==> src/rtl/uart_tg_pkg.sv <==
// Shared definitions for the timeguard UART transmitter.
// Assumes: one frame state machine; the encoding is internal to the block.
package uart_tg_pkg;
    typedef enum logic [2:0] {
        ST_IDLE,
        ST_START,
        ST_DATA,
        ST_PAR,
        ST_STOP,
        ST_GAP
    } tx_state_e;
endpackage

==> src/rtl/uart_tg_hold.sv <==
// Single-entry holding register in front of the serialiser.
// Assumes: take is only raised while full; writes into a full entry are dropped.
module uart_tg_hold #(
    parameter int DATA_W = 8
) (
    input  logic              clk,
    input  logic              rst_n,
    input  logic              wr_en,
    input  logic [DATA_W-1:0] wr_data,
    input  logic              take,
    output logic              full,
    output logic [DATA_W-1:0] data
);
    // Capture a byte when empty, release it when the serialiser takes it.
    always_ff @(posedge clk) begin
        if (!rst_n) begin
            full <= 1'b0;
            data <= '0;
        end else if (take) begin
            full <= 1'b0;
        end else if (wr_en && !full) begin
            full <= 1'b1;
            data <= wr_data;
        end
    end
endmodule

==> src/rtl/uart_tg_cnt.sv <==
// Loadable down-counter shared by data, stop and timeguard phases.
// Assumes: load wins over dec; zero flags a count of zero.
module uart_tg_cnt #(
    parameter int CNT_W = 8
) (
    input  logic             clk,
    input  logic             rst_n,
    input  logic             load,
    input  logic [CNT_W-1:0] load_val,
    input  logic             dec,
    output logic             zero
);
    logic [CNT_W-1:0] count;

    // Hold, reload or step the phase count.
    always_ff @(posedge clk) begin
        if (!rst_n)       count <= '0;
        else if (load)    count <= load_val;
        else if (dec)     count <= count - 1'b1;
    end

    assign zero = (count == '0);
endmodule

==> src/rtl/uart_tg_seq.sv <==
// Frame sequencer: start, data LSB first, optional parity, stop bits, timeguard.
// Assumes: all transitions happen on baud_tick; configuration is read live and
// should only change while the transmitter is empty.
module uart_tg_seq
    import uart_tg_pkg::*;
#(
    parameter int DATA_W = 8,
    parameter int TG_W   = 8
) (
    input  logic              clk,
    input  logic              rst_n,
    input  logic              baud_tick,
    input  logic              hold_full,
    input  logic [DATA_W-1:0] hold_data,
    input  logic              par_en,
    input  logic              par_odd,
    input  logic              two_stop,
    input  logic [TG_W-1:0]   tg_len,
    output logic              take,
    output logic              txd,
    output logic              busy
);
    localparam int IDX_W = (DATA_W > 1) ? $clog2(DATA_W) : 1;
    localparam int CNT_W = (TG_W > IDX_W) ? TG_W : IDX_W;

    tx_state_e         state, nxt;
    logic [DATA_W-1:0] shreg;
    logic              par_bit;
    logic              load_char;
    logic              cnt_ld, cnt_dec, cnt_zero;
    logic [CNT_W-1:0]  cnt_val;
    logic [CNT_W-1:0]  stop_val;

    assign stop_val = two_stop ? CNT_W'(1) : '0;

    uart_tg_cnt #(.CNT_W(CNT_W)) i_cnt (
        .clk      (clk),
        .rst_n    (rst_n),
        .load     (cnt_ld),
        .load_val (cnt_val),
        .dec      (cnt_dec),
        .zero     (cnt_zero)
    );

    // Next-state, counter control and byte take decisions per tick.
    always_comb begin
        nxt       = state;
        take      = 1'b0;
        load_char = 1'b0;
        cnt_ld    = 1'b0;
        cnt_dec   = 1'b0;
        cnt_val   = '0;
        if (baud_tick) begin
            unique case (state)
                ST_IDLE: begin
                    if (hold_full) begin
                        take      = 1'b1;
                        load_char = 1'b1;
                        nxt       = ST_START;
                    end
                end
                ST_START: begin
                    nxt     = ST_DATA;
                    cnt_ld  = 1'b1;
                    cnt_val = CNT_W'(DATA_W - 1);
                end
                ST_DATA: begin
                    if (!cnt_zero) begin
                        cnt_dec = 1'b1;
                    end else if (par_en) begin
                        nxt = ST_PAR;
                    end else begin
                        nxt     = ST_STOP;
                        cnt_ld  = 1'b1;
                        cnt_val = stop_val;
                    end
                end
                ST_PAR: begin
                    nxt     = ST_STOP;
                    cnt_ld  = 1'b1;
                    cnt_val = stop_val;
                end
                ST_STOP, ST_GAP: begin
                    if (!cnt_zero) begin
                        cnt_dec = 1'b1;
                    end else if (state == ST_STOP && tg_len != '0) begin
                        nxt     = ST_GAP;
                        cnt_ld  = 1'b1;
                        cnt_val = CNT_W'(tg_len - TG_W'(1));
                    end else if (hold_full) begin
                        take      = 1'b1;
                        load_char = 1'b1;
                        nxt       = ST_START;
                    end else begin
                        nxt = ST_IDLE;
                    end
                end
                default: nxt = ST_IDLE;
            endcase
        end
    end

    // State, shift register and parity bit registers.
    always_ff @(posedge clk) begin
        if (!rst_n) begin
            state   <= ST_IDLE;
            shreg   <= '0;
            par_bit <= 1'b0;
        end else begin
            state <= nxt;
            if (load_char) begin
                shreg   <= hold_data;
                par_bit <= (^hold_data) ^ par_odd;
            end else if (baud_tick && state == ST_DATA) begin
                shreg <= shreg >> 1;
            end
        end
    end

    // Line level for the current phase.
    always_comb begin
        unique case (state)
            ST_START: txd = 1'b0;
            ST_DATA:  txd = shreg[0];
            ST_PAR:   txd = par_bit;
            default:  txd = 1'b1;
        endcase
    end

    assign busy = (state != ST_IDLE);
endmodule

==> src/rtl/uart_tg_tx.sv <==
// Top of the timeguard UART transmitter: holding register plus frame sequencer.
// Assumes: baud_tick is a single-cycle pulse from an external rate generator.
module uart_tg_tx #(
    parameter int DATA_W = 8,
    parameter int TG_W   = 8
) (
    input  logic              clk,
    input  logic              rst_n,
    input  logic              baud_tick,
    input  logic              wr_en,
    input  logic [DATA_W-1:0] wr_data,
    input  logic              par_en,
    input  logic              par_odd,
    input  logic              two_stop,
    input  logic [TG_W-1:0]   tg_len,
    output logic              txd,
    output logic              tx_ready,
    output logic              tx_empty
);
    logic              hold_full;
    logic [DATA_W-1:0] hold_data;
    logic              take;
    logic              busy;

    uart_tg_hold #(.DATA_W(DATA_W)) i_hold (
        .clk     (clk),
        .rst_n   (rst_n),
        .wr_en   (wr_en),
        .wr_data (wr_data),
        .take    (take),
        .full    (hold_full),
        .data    (hold_data)
    );

    uart_tg_seq #(.DATA_W(DATA_W), .TG_W(TG_W)) i_seq (
        .clk       (clk),
        .rst_n     (rst_n),
        .baud_tick (baud_tick),
        .hold_full (hold_full),
        .hold_data (hold_data),
        .par_en    (par_en),
        .par_odd   (par_odd),
        .two_stop  (two_stop),
        .tg_len    (tg_len),
        .take      (take),
        .txd       (txd),
        .busy      (busy)
    );

    assign tx_ready = !hold_full;
    assign tx_empty = !hold_full && !busy;
endmodule

==> config.mk <==
export PLATFORM = sky130hd
export DESIGN_NAME = uart_tg_tx
export DESIGN_NICKNAME = d
export VERILOG_FILES = /design/src/rtl/uart_tg_pkg.sv /design/src/rtl/uart_tg_hold.sv /design/src/rtl/uart_tg_cnt.sv /design/src/rtl/uart_tg_seq.sv /design/src/rtl/uart_tg_tx.sv
export SDC_FILE = /design/constraint.sdc
export NUM_CORES = 1
export LEC_CHECK = 0
export BUFFER_PORTS_ARGS = -buffer_cell sky130_fd_sc_hd__buf_2
export CAP_MARGIN = 10
export CORE_UTILIZATION = 55
export DETAILED_ROUTE_END_ITERATION = 8
export GPL_ROUTABILITY_DRIVEN = 0
export HOLD_SLACK_MARGIN = 0.03
export PLACE_DENSITY = 0.8
export REMOVE_ABC_BUFFERS = 1
export SLEW_MARGIN = 20
export SYNTH_ARGS = -nofsm -noshare
export SYNTH_HDL_FRONTEND = slang
export SYNTH_HIERARCHICAL = 1
export SYNTH_SLANG_ARGS = --single-unit
==> constraint.sdc <==
create_clock -name clk -period 4 [get_ports clk]
set_input_delay 0.4 -clock clk [delete_from_list [all_inputs] [get_ports clk]]
set_output_delay 0.4 -clock clk [all_outputs]
set_load 0.02 [all_outputs]
Word level (Yosys, flattened, before mapping) --
Cells that the tools add are included.
Storage, ports and cells: logic and storage cells 71, bits in registers 29, output and inout bits 3
Operators by class: add/sub/neg operators 2, equal/unequal tests 8, bitwise operators 3, reduce and logical (&&, ||, !) cells 19, muxes and demuxes 33
Operator list (number):
- 8-bit 2-to-1 mux | 9
- 8-bit case mux with 4 select lines | 1
- 8-bit by 1-bit subtractor with 8-bit output, second input constant | 2
- 3-bit 2-to-1 mux | 5
- 3-bit case mux with 5 select lines | 1
- 1-bit 2-to-1 mux | 14
- 8-bit logical NOT | 1
- 8-bit nonzero test | 1
- 8-bit XOR reduction | 1
- 3-bit by 2-bit == test with 1-bit output, second input constant | 2
- 3-bit == test, second input constant | 2
- 1-bit case mux with 3 select lines | 2
- 2-bit OR reduction | 3
- 1-bit logical AND | 4
- 2-bit by 1-bit inequality test with 1-bit output, second input constant | 2
- 4-bit AND reduction | 1
- 2-bit nonzero test | 2
- 3-bit by 1-bit == test with 1-bit output, second input constant | 1
- 3-bit logical NOT | 1
- 3-bit nonzero test | 1
- 3-bit OR reduction | 1
- 1-bit logical NOT | 2
- 2-bit inequality test, second input constant | 1
- 1-bit inverter | 2
- other kinds (3) | 3

Logic depth before layout (Yosys ltp) --
Gate-level depths: netlist (run 1).
depth after elaboration 8, depth in mapped cells 10

Modules after synthesis --
The synthesis (run 1) kept the hierarchy.
By module, submodules not included:
- uart_tg_seq | cells an instance 124, sequential area each 240.2 um^2, times used 1, area each 1078.5 um^2
- uart_tg_cnt | cells an instance 58, sequential area each 160.2 um^2, times used 1, area each 480.5 um^2
- uart_tg_hold | cells an instance 39, sequential area each 180.2 um^2, times used 1, area each 370.4 um^2
- uart_tg_tx | cells an instance 2, sequential area each 0.0 um^2, times used 1, area each 7.5 um^2

Worst setup path after synthesis (run 1) --
Ideal clock, no wire load.
path kind register to register, start register i_seq.i_cnt.count[4], end register i_hold.data[0], arrival 2692 ps, clock period less this slack 2811 ps, setup slack 1189 ps, data required time 3881 ps, setup time 119 ps, stages on the path, launching flop included 10, cell sequence dfxtp_1 or4_4 nor4b_1 and3b_1 nand4b_1 buf_4 nand2_1 nor3b_2 buf_6 mux2i_1
On the way: cells in the longest elaborated chain, start to end 6
Ends and longest elaborated chain:
- start, declared | line uart_tg_cnt.sv:13 | logic [CNT_W-1:0] count;
- start signal, assigned | line uart_tg_cnt.sv:18 | else if (load) count <= load_val;
- start signal, assigned | line uart_tg_cnt.sv:19 | else if (dec) count <= count - 1'b1;
- 8-bit logical NOT | line uart_tg_cnt.sv:22 | assign zero = (count == '0);
- via i_seq.cnt_zero | line uart_tg_seq.sv:30 | logic cnt_ld, cnt_dec, cnt_zero;
- 1-bit 2-to-1 mux | line uart_tg_seq.sv:84 | if (!cnt_zero) begin
- 1-bit case mux with 2 select lines | line uart_tg_seq.sv:54 | unique case (state)
- 1-bit 2-to-1 mux | line uart_tg_seq.sv:53 | if (baud_tick) begin
- via take | line uart_tg_tx.sv:22 | logic take;
- 1-bit inverter (no source line)
- 2-bit AND reduction (no source line)
- end signal, assigned | line uart_tg_hold.sv:23 | data <= wr_data;
- end, declared | line uart_tg_hold.sv:12 | output logic [DATA_W-1:0] data
The timed path passes the listed nets, and every way through them passes these cells. A chain may end at the register's enable or synchronous reset.

Worst setup path in the final report (run 1) --
start register i_seq.i_cnt.count[0], end register i_hold.data[6]
The elaborated chain is that of the path after synthesis.

==> results.json, run 1 <==
{
  "crit_required_ns": 4.24,
  "hold_buffers": 0,
  "netlist.area_leader.share": 0.300,
  "syn-cell-area_um2": 1940,
  "fin_crit_sh": 0.716,
  "layout_commonest_cell": "dfxtp_1",
  "fp.dieW_um": 61.3,
  "die_area_um2": 3760,
  "crit_type": "reg -> reg",
  "slowest_stage": "nor3b_2",
  "ys_types": 58,
  "cts_buffer_depth": 2,
  "ir_worst_vdd_uv": 239,
  "worst_skew_pair.late_latency_ns": 0.33,
  "grt_pass1_vias": 1407,
  "clock_skew_ns": 0.0114,
  "clkSinkCount": 29,
  "critPathCaptureType": "flop",
  "cp_cell_sequence": "inv_1, ha_1, nor4b_1, buf_4, nand3_1, a211o_1, nand2_1, nor3b_2, mux2i_1",
  "cts_resized": 0,
  "grt_max_degree": 29,
  "grt_overflow": 0,
  "p_switching_uw": 242,
  "ys_seq_area_frac": 0.300,
  "post-route-cell-area_um2": 2120,
  "power_frac_comb": 0.292,
  "rsz0062_at_grt": "no",
  "intPower_uw": 503,
  "dpl.hpwl_um": 2780,
  "synth-edff-count": 0,
  "post-cts-setup-buffers": 0,
  "syn_area_per_cell_um2": 8.69,
  "antenna_left": 0,
  "io_pins": 26,
  "worstSetupStartpointType": "flop",
  "wl_per_cell_um": 13.0,
  "core.rowCount": 21,
  "path_clk_slew_ns": 0.09,
  "tns_ns": 0,
  "remaining_drc_errors": 0,
  "wirelength_um": 3770,
  "ys_async_sr_fraction": 0,
  "hold_viol": 0,
  "maxSlewHeadroom": 0.471,
  "cts_tree": "built",
  "fmax_ghz": 0.349,
  "status": "complete, no violations",
  "place_area_um2": 2060,
  "yosysTopAreaCell": "dfxtp_1",
  "yosys_register_bits": 29,
  "cts_root_buffer": "clkbuf_4",
  "cp_slowest_stage_delay_ns": 0.70,
  "netlist_instances": 223,
  "vias_per_cell": 5.63,
  "htreeDepth": 2,
  "slew_violations": 0,
  "yosys-top-cells-area": "dfxtp_1 (30%), mux2i_1 (7.2%), a311oi_2 (5.4%)",
  "grt_pass1_wl_um": 6130,
  "drive_gt1_frac": 0.209,
  "n_antenna_cell": 0,
  "hold_class": "in -> reg",
  "antenna_found_initial": 0,
  "leakagePower_uw": 0.000794,
  "min_period_ns": 2.87,
  "cts_buffers": 5,
  "portBuffers": 25,
  "maxCapViolations": 0,
  "track_usage": 0.225,
  "firstDrtPassIters": 4,
  "final_cell_mix": "dfxtp_1 (29), nand2_1 (25), buf_2 (25)",
  "pwr-share-seq": 0.466,
  "fp.dieH_um": 61.3,
  "crit_fanout": 15,
  "first_iter_violations": 65,
  "p_per_area_nw_per_um2": 351,
  "num_vias": 1633,
  "ff_latch_area_um2": 581,
  "multi_input_area_um2": 1230,
  "coreArea_um2": 3360,
  "sw_frac_of_total": 0.325,
  "ys_warn_count": 6,
  "area_growth_pct": 9.50,
  "final_net_count": 271,
  "start_util": 0.576,
  "power.clock.fraction": 0.242,
  "synth_ff_type": "dfxtp_1",
  "tightest_slew_ns": 0.790,
  "crit_arrival_ns": 3.11,
  "setup_viol": 0,
  "nFillCells": 327
}
[worst paths after layout]
check | from | end | slack, ns | cells past startpoint
min reg2reg | i_hold/data[5] | i_hold/data[5] | 0.49 | 2
max reg2reg | i_seq/i_cnt/count[0] | i_hold/data[6] | 1.13 | 9
min | wr_data[4] | i_hold/data[4] | 0.32 | 3
max | i_seq/i_cnt/count[0] | i_hold/data[6] | 1.13 | 9
[cell usage after synthesis (4+ instances only)]
cell,count
dfxtp_1,29
nand2_1,25
a21oi_1,14
mux2i_1,14
nor2_1,13
inv_1,12
o21ai_0,11
xnor2_1,9
a311oi_2,7
xor2_1,5
a31oi_1,4
ha_1,4
nand3_1,4
nor3b_1,4
[logic make-up (layout without fill, tap and decap cells)]
logic type | count (synthesis) | in the layout | synth area share
simple gates | 75 | 75 | 0.223
mux | 15 | 15 | 0.0782
fa+ha+maj | 4 | 4 | 0.0258
buf+inv | 26 | 47 | 0.0704
xor+xnor | 15 | 15 | 0.0749
flops | 29 | 29 | 0.300
compound gates | 59 | 59 | 0.228
[state kept, by name, summed over array words and instances, names as in the netlist]
register and count:
i_hold/data 8, i_seq/i_cnt/count 8, i_seq/shreg 8, i_seq/state 3, i_hold/full 1, i_seq/par_bit 1
[cell type report]
type                            instances  area share
Timing Repair Buffer                   28      0.0696
Multi-Input combinational cell        168       0.582
Tap cell                               46      0.0271
Clock buffer                            7      0.0260
Sequential cell                        29       0.274
Inverter                               12      0.0212
[power groups by stage]
stage	clock, µW	combinational (µW)	sequential, µW
after CTS	187	218	346
after global placement	0	212	352
after floorplan	0	160	344
after global routing	202	244	352
final	180	218	347
after detailed placement	0	217	353
[through the flow]
stage	setup WS [ns]	std cells	total power, µW	utilization	hold slack (ns)
final	1.13	290	745	0.631	0.321
after global routing	0.911	290	798	0.631	0.310
after CTS	1.14	290	752	0.628	0.302
after detailed placement	1.17	283	570	0.612	0.476
after global placement	1.30	283	565	0.612	0.472
after floorplan	0.892	209	504	-	0.457
[critical path: cells and delay by family (launching register included)]
kind | cells | cell delay (ns)
and+or+nand+nor | 4 | 1.15
muxes | 1 | 0.28
AOI/OAI and AO/OA | 1 | 0.53
DFF | 1 | 0.40
buffers and inverters | 2 | 0.23
adders and majority gates | 1 | 0.19
[per-layer routing]
| layer | part of all wire | up-vias | track usage |
|---|---|---|---|
| met5 | 0 | - | 0 |
| met4 | 0.0050 | 0 | 0.0762 |
| met3 | 0.042 | 2 | 0.0630 |
| met2 | 0.49 | 43 | 0.365 |
| met1 | 0.46 | 741 | 0.288 |
| li1 | - | 847 | - |
No activity file was read; power rests on OpenSTA's default activity.
==> run 2: changes to the inputs <==
--- a/config.mk
+++ b/config.mk
@@ -5,13 +5,14 @@
 export SDC_FILE = /design/constraint.sdc
 export NUM_CORES = 1
 export LEC_CHECK = 0
+export ABC_AREA = 1
 export BUFFER_PORTS_ARGS = -buffer_cell sky130_fd_sc_hd__buf_2
 export CAP_MARGIN = 10
 export CORE_UTILIZATION = 55
 export DETAILED_ROUTE_END_ITERATION = 8
 export GPL_ROUTABILITY_DRIVEN = 0
 export HOLD_SLACK_MARGIN = 0.03
-export PLACE_DENSITY = 0.8
+export PLACE_DENSITY = 0.79
 export REMOVE_ABC_BUFFERS = 1
 export SLEW_MARGIN = 20
 export SYNTH_ARGS = -nofsm -noshare
==> constraint.sdc (replaced) <==
create_clock -name clk -period 2.82 [get_ports clk]
set_input_delay 0.282 -clock clk [delete_from_list [all_inputs] [get_ports clk]]
set_output_delay 0.282 -clock clk [all_outputs]
set_load 0.02 [all_outputs]
==> run 2 against run 1 <==
Die area increased by 3.6%. Cell count increased by 35%. Core utilization increased by 1.7 points. Clock skew increased by 0.00091 ns. Combinational power increased by 5%. Critical path type unchanged. Sequential power increased by 31%. Synthesized cell count increased by 42%. Flip-flop and latch count unchanged.
==> results.json, run 2 <==
{
  "status": "complete, no violations",
  "cts_tree": "built",
  "ys_types": 30,
  "ir_worst_vdd_uv": 335,
  "min_period_ns": 2.09,
  "cts_buffer_depth": 2,
  "antenna_found_initial": 0,
  "final_net_count": 371,
  "crit_type": "reg -> reg",
  "n_antenna_cell": 0,
  "worstSetupStartpointType": "flop",
  "tightest_slew_ns": 0.472,
  "track_usage": 0.222,
  "fmax_ghz": 0.478,
  "netlist.area_leader.share": 0.289,
  "setup_viol": 0,
  "rsz0062_at_grt": "no",
  "grt_pass1_wl_um": 6970,
  "ys_async_sr_fraction": 0,
  "yosys_register_bits": 29,
  "grt_max_degree": 18,
  "post-cts-setup-buffers": 0,
  "wl_per_cell_um": 10.3,
  "fp.dieW_um": 62.4,
  "grt_overflow": 0,
  "crit_arrival_ns": 2.31,
  "fin_crit_sh": 0.742,
  "htreeDepth": 2,
  "synthTopCellsByCount": "nand2_1 (72), inv_1 (47), nor2_1 (41)",
  "yosys-top-cells-area": "dfxtp_1 (29%), nand2_1 (13%), inv_1 (8.8%)",
  "crit_fanout": 11,
  "hold_buffers": 0,
  "maxSlewHeadroom": 0.684,
  "placedCellCount": 383,
  "path_delay_family": "buffers and inverters",
  "critPathCaptureType": "flop",
  "wirelength_um": 4040,
  "maxCapViolations": 0,
  "drive_gt1_frac": 0.191,
  "synth.most_common_cell": "nand2_1",
  "ys_warn_count": 6,
  "path_buf_inv": 5,
  "cpMostUsedCell": "inv_1",
  "cp_slowest_stage_delay_ns": 0.32,
  "grt_pass1_vias": 1612,
  "yosysTopAreaCell": "dfxtp_1",
  "final_cell_mix": "nand2_1 (72), inv_1 (47), nor2_1 (41)",
  "hold_viol": 0,
  "first_iter_violations": 135,
  "firstDrtPassIters": 4,
  "fp.dieH_um": 62.4,
  "ys_seq_area_frac": 0.289,
  "syn_area_per_cell_um2": 6.35,
  "synth-edff-count": 0,
  "io_pins": 26,
  "crit_required_ns": 3.04,
  "num_vias": 1920,
  "slowest_stage": "dfxtp_1",
  "syn-cell-area_um2": 2010,
  "path_clk_slew_ns": 0.10,
  "coreArea_um2": 3420,
  "cts_root_buffer": "clkbuf_4",
  "cts_resized": 0,
  "p_per_area_nw_per_um2": 421,
  "dpl.hpwl_um": 3090,
  "cp_cell_sequence": "inv_1, ha_1, nand3_1, nor2_1, inv_1, a21oi_1, o21ai_0, a21oi_1, buf_4, inv_1, nand2_2, o21ai_1, o21ai_1, inv_1",
  "layout_commonest_cell": "nand2_1",
  "slew_violations": 0,
  "largestRegisters": "i_hold/data: 8 flops, i_seq/i_cnt/count: 8 flops, i_seq/shreg: 8 flops",
  "portBuffers": 25,
  "clock_skew_ns": 0.0123,
  "antenna_left": 0,
  "netlist_instances": 316,
  "remaining_drc_errors": 0,
  "leakagePower_uw": 0.00105,
  "clkSinkCount": 29,
  "hold_class": "in -> reg",
  "tns_ns": 0,
  "vias_per_cell": 4.91,
  "core.rowCount": 21,
  "area_growth_pct": 10.2,
  "die_area_um2": 3900,
  "worst_skew_pair.late_latency_ns": 0.33,
  "start_util": 0.588,
  "cts_buffers": 5,
  "stdcell_count": 391,
  "synth_ff_type": "dfxtp_1",
  "utilization": 0.648
}
==> run 2: cell type report <==
class | count | area (µm²)
clock inverters | 3 | 17.5
well taps | 46 | 57.6
fillers | 331 | 1200
flip-flops and latches | 29 | 581
inverters | 55 | 206
repair buffers | 26 | 133
clock buffers | 5 | 37.5
multi-input cells | 227 | 1180
==> run 2: worst paths after layout <==
path	slack (ns)	cells after the start	start	endpoint
worst min-delay path	0.17	3	wr_data[5]	i_hold/data[5]
worst max register to register	0.73	14	i_seq/i_cnt/count[1]	i_seq/i_cnt/count[1]
worst min register to register	0.47	2	i_seq/state[0]	i_seq/state[0]
worst max-delay path	0.73	14	i_seq/i_cnt/count[1]	i_seq/i_cnt/count[1]
==> run 2: power by group <==
group | internal, µW | switching [µW]
sequential | 434 | 20.5
combinational | 87.2 | 141
clock | 93.8 | 153
==> run 2: kinds of logic (layout without fill, tap and decap cells) <==
logic type | after synthesis | in the layout | synth area share
DFF | 29 | 29 | 0.289
AOI/OAI and AO/OA | 43 | 43 | 0.125
and+or+nand+nor | 168 | 168 | 0.386
xor gates and xnor gates | 12 | 12 | 0.0523
buffers and inverters | 60 | 89 | 0.123
adders and majority gates | 4 | 4 | 0.0249
==> run 2: worst reg2reg max path, delay by kind of cell (launching register included) <==
kind	cells	cell delay (ns)
adder cells (fa/ha/maj)	1	0.16
AO/OA/AOI/OAI	5	0.55
buffers and inverters	5	0.56
flip-flops	1	0.32
AND/OR/NAND/NOR	3	0.40
==> run 2: routing by layer <==
layer	part of all wire	global-route usage	vias up	wire, µm
li1	-	-	1045	-
met1	0.50	0.318	806	2020
met2	0.41	0.325	65	1650
met3	0.080	0.0584	4	322
met4	0.010	0.0610	0	41
met5	0	0	-	0
==> run 2: stage by stage <==
stage	instance area, µm²	total power (µW)	hold WS (ns)	setup slack [ns]
floorplan	1970	631	0.380	0.611
global placement	2160	687	0.461	0.838
detailed placement	2160	691	0.462	0.720
CTS	2210	937	0.161	0.724
global route	2210	1000	0.157	0.481
finish	2210	930	0.170	0.727
==> run 3: changes to the inputs <==
--- a/config.mk
+++ b/config.mk
@@ -8,7 +8,7 @@
 export ABC_AREA = 1
 export BUFFER_PORTS_ARGS = -buffer_cell sky130_fd_sc_hd__buf_2
 export CAP_MARGIN = 10
-export CORE_UTILIZATION = 55
+export CORE_UTILIZATION = 52
 export DETAILED_ROUTE_END_ITERATION = 8
 export GPL_ROUTABILITY_DRIVEN = 0
 export HOLD_SLACK_MARGIN = 0.03
==> constraint.sdc (replaced) <==
create_clock -name clk -period 1.7 [get_ports clk]
set_input_delay 0.17 -clock clk [delete_from_list [all_inputs] [get_ports clk]]
set_output_delay 0.17 -clock clk [all_outputs]
set_load 0.02 [all_outputs]
==> run 3 against run 2 <==
The flow now finishes with violations (setup timing). Maximum frequency up 17%. Wire length up 47%. Total power up 120%. Sequential power up 66%. Via count up 19%. Non-clock buffer count up 35. Global-route usage up 4.4 points. Design area up 25%. Critical path depth up 1. Critical endpoint is now i_seq/i_cnt/count[4]. Largest power group is now clock. Highest routed layer unchanged.
==> results.json, run 3 (synthesis gave the netlist of run 2 again) <==
{
  "largestRegisters": "i_hold/data: 8 flops, i_seq/i_cnt/count: 8 flops, i_seq/shreg: 8 flops",
  "die_area_um2": 4110,
  "cts_buffers": 5,
  "p_per_area_nw_per_um2": 732,
  "clock_skew_ns": 0.00637,
  "min_path_cells": 3,
  "fp.dieH_um": 64.1,
  "final_cell_mix": "nand2_1 (64), inv_1 (42), nor2_1 (39)",
  "vias_per_cell": 5.34,
  "remaining_drc_errors": 0,
  "antenna_left": 0,
  "path_clk_slew_ns": 0.07,
  "tightest_slew_ns": 0.416,
  "maxCapViolations": 0,
  "wirelength_um": 5950,
  "wl_per_cell_um": 13.9,
  "hold_slack_ns": 0.102,
  "io_pins": 26,
  "setup_viol": 19,
  "grt_overflow": 0,
  "hold_viol": 0,
  "grt_pass1_vias": 2005,
  "nFillCells": 275,
  "final_net_count": 407,
  "crit_arrival_ns": 2.02,
  "start_util": 0.544,
  "worst_skew_pair.late_latency_ns": 0.29,
  "htreeDepth": 2,
  "rsz0062_at_grt": "yes",
  "firstDrtPassIters": 4,
  "coreArea_um2": 3690,
  "num_vias": 2291,
  "n_antenna_cell": 0,
  "tns_ns": -0.805,
  "finalWorstSetupSlack_ns": -0.0896,
  "reg2reg_slack_ns": -0.09,
  "portBuffers": 25,
  "status": "complete, but fails checks",
  "area_growth_pct": 38.0,
  "clkSinkCount": 29,
  "hold_class": "in -> reg",
  "fin_crit_sh": 1.05,
  "ir_worst_vdd_uv": 531,
  "cts_buffer_depth": 2,
  "whs_endpoint": "i_hold/data[5]",
  "grt_max_degree": 17,
  "crit_fanout": 3,
  "cts_tree": "built",
  "worstHoldStart": "wr_data[5]",
  "drive_gt1_frac": 0.367,
  "cts_root_buffer": "clkbuf_8",
  "crit_required_ns": 1.93,
  "maxSlewHeadroom": 0.722,
  "fp.dieW_um": 64.1,
  "slew_violations": 0,
  "stdcell_count": 429,
  "placedCellCount": 407,
  "leakagePower_uw": 0.00130,
  "min_period_ns": 1.79,
  "worstSetupStartpointType": "flop",
  "critPathCaptureType": "flop",
  "layout_commonest_cell": "nand2_1",
  "core.rowCount": 22,
  "crit_type": "reg -> reg",
  "dpl.hpwl_um": 3400,
  "r2r_cells": 15,
  "reg2reg_from": "i_seq/i_cnt/count[1]",
  "first_iter_violations": 179,
  "grt_pass1_wl_um": 8350,
  "fmax_ghz": 0.559,
  "antenna_found_initial": 0,
  "track_usage": 0.266,
  "r2r_end": "i_seq/i_cnt/count[4]",
  "violations": "setup timing"
}
-- run 3: changes by cell type in the layout (fill, tap and decap cells not counted), moves of 5 or more --
cell      previous run  this run
buf_4                1        32
a21oi_1             16        10
clkbuf_8             0         6
nand2_1             72        64
nand2_2              7        14
inv_1               47        42
clkbuf_4             5         0
a21oi_2              3         9
nand3_1             31        25
dfxtp_2              0         5
dfxtp_1             29        24
-- run 3: layout make-up --
cell class,count,area [µm²],share of cell area
multi-input cells,228,1360,0.489
flip-flops and latches,29,587,0.212
repair buffers,61,439,0.158
inverters,55,214,0.0772
clock buffers,7,86.3,0.0312
well taps,48,60.1,0.0217
clock inverters,1,30.0,0.0108
-- run 3: worst max path at each step --
stage	from	to	slack, ns	cells after the start
after detailed placement	i_seq/i_cnt/count[1]	i_seq/i_cnt/count[6]	-0.09	12
after global placement	i_seq/i_cnt/count[1]	i_seq/i_cnt/count[6]	-0.003	12
after global routing	i_seq/i_cnt/count[0]	i_seq/i_cnt/count[4]	-0.21	15
after floorplan	i_seq/i_cnt/count[1]	i_seq/i_cnt/count[4]	-0.51	15
final	i_seq/i_cnt/count[1]	i_seq/i_cnt/count[4]	-0.09	15
after CTS	i_seq/i_cnt/count[1]	i_seq/i_cnt/count[5]	-0.03	12
-- run 3: worst max-delay path, cell delays in order (launching register included) --
cell and delay (ns):
dfxtp_2 0.34, inv_2 0.05, buf_4 0.13, buf_4 0.12, buf_4 0.12, buf_4 0.12
buf_4 0.12, buf_4 0.14, ha_2 0.19, nand2_4 0.09, inv_2 0.04, nand3_1 0.07
nand3_2 0.07, nand3_2 0.06, nand2_1 0.04, inv_1 0.05
-- run 3: power by group --
group / switching (µW) / internal (µW) / leakage [µW]
Clock: 280 / 477 / 0.0000585
Combinational: 300 / 217 / 0.00100
Sequential: 33.2 / 722 / 0.000239
Total: 613 / 1420 / 0.00130
-- run 3: per-stage QoR --
step           utilization  setup slack (ns)  instance area [µm²]  total power, µW
2_1_floorplan            -            -0.509                 1970             1050
6_report             0.751           -0.0896                 2770             2030
4_1_cts              0.698           -0.0256                 2580             1970
5_1_grt              0.751            -0.205                 2770             2130
3_5_place_dp         0.630           -0.0904                 2320             1180
3_3_place_gp         0.630          -0.00308                 2320             1170
-- run 3: what timing repair did --
item	in CTS	in global routing
setup endpoints to repair	8	26
buffers inserted	8	5
hold buffers	0	0
cloned	2	1
endpoints found under the hold margin	0	0
gates resized for setup	22	39
pin swaps	12	13
-- run 3: per-layer routing --
layer	GRT usage	share of wire	vias up
met3	0.0732	0.066	34
met2	0.441	0.48	115
met1	0.321	0.41	1030
li1	-	-	1112
met5	0	0	-
met4	0.114	0.046	0
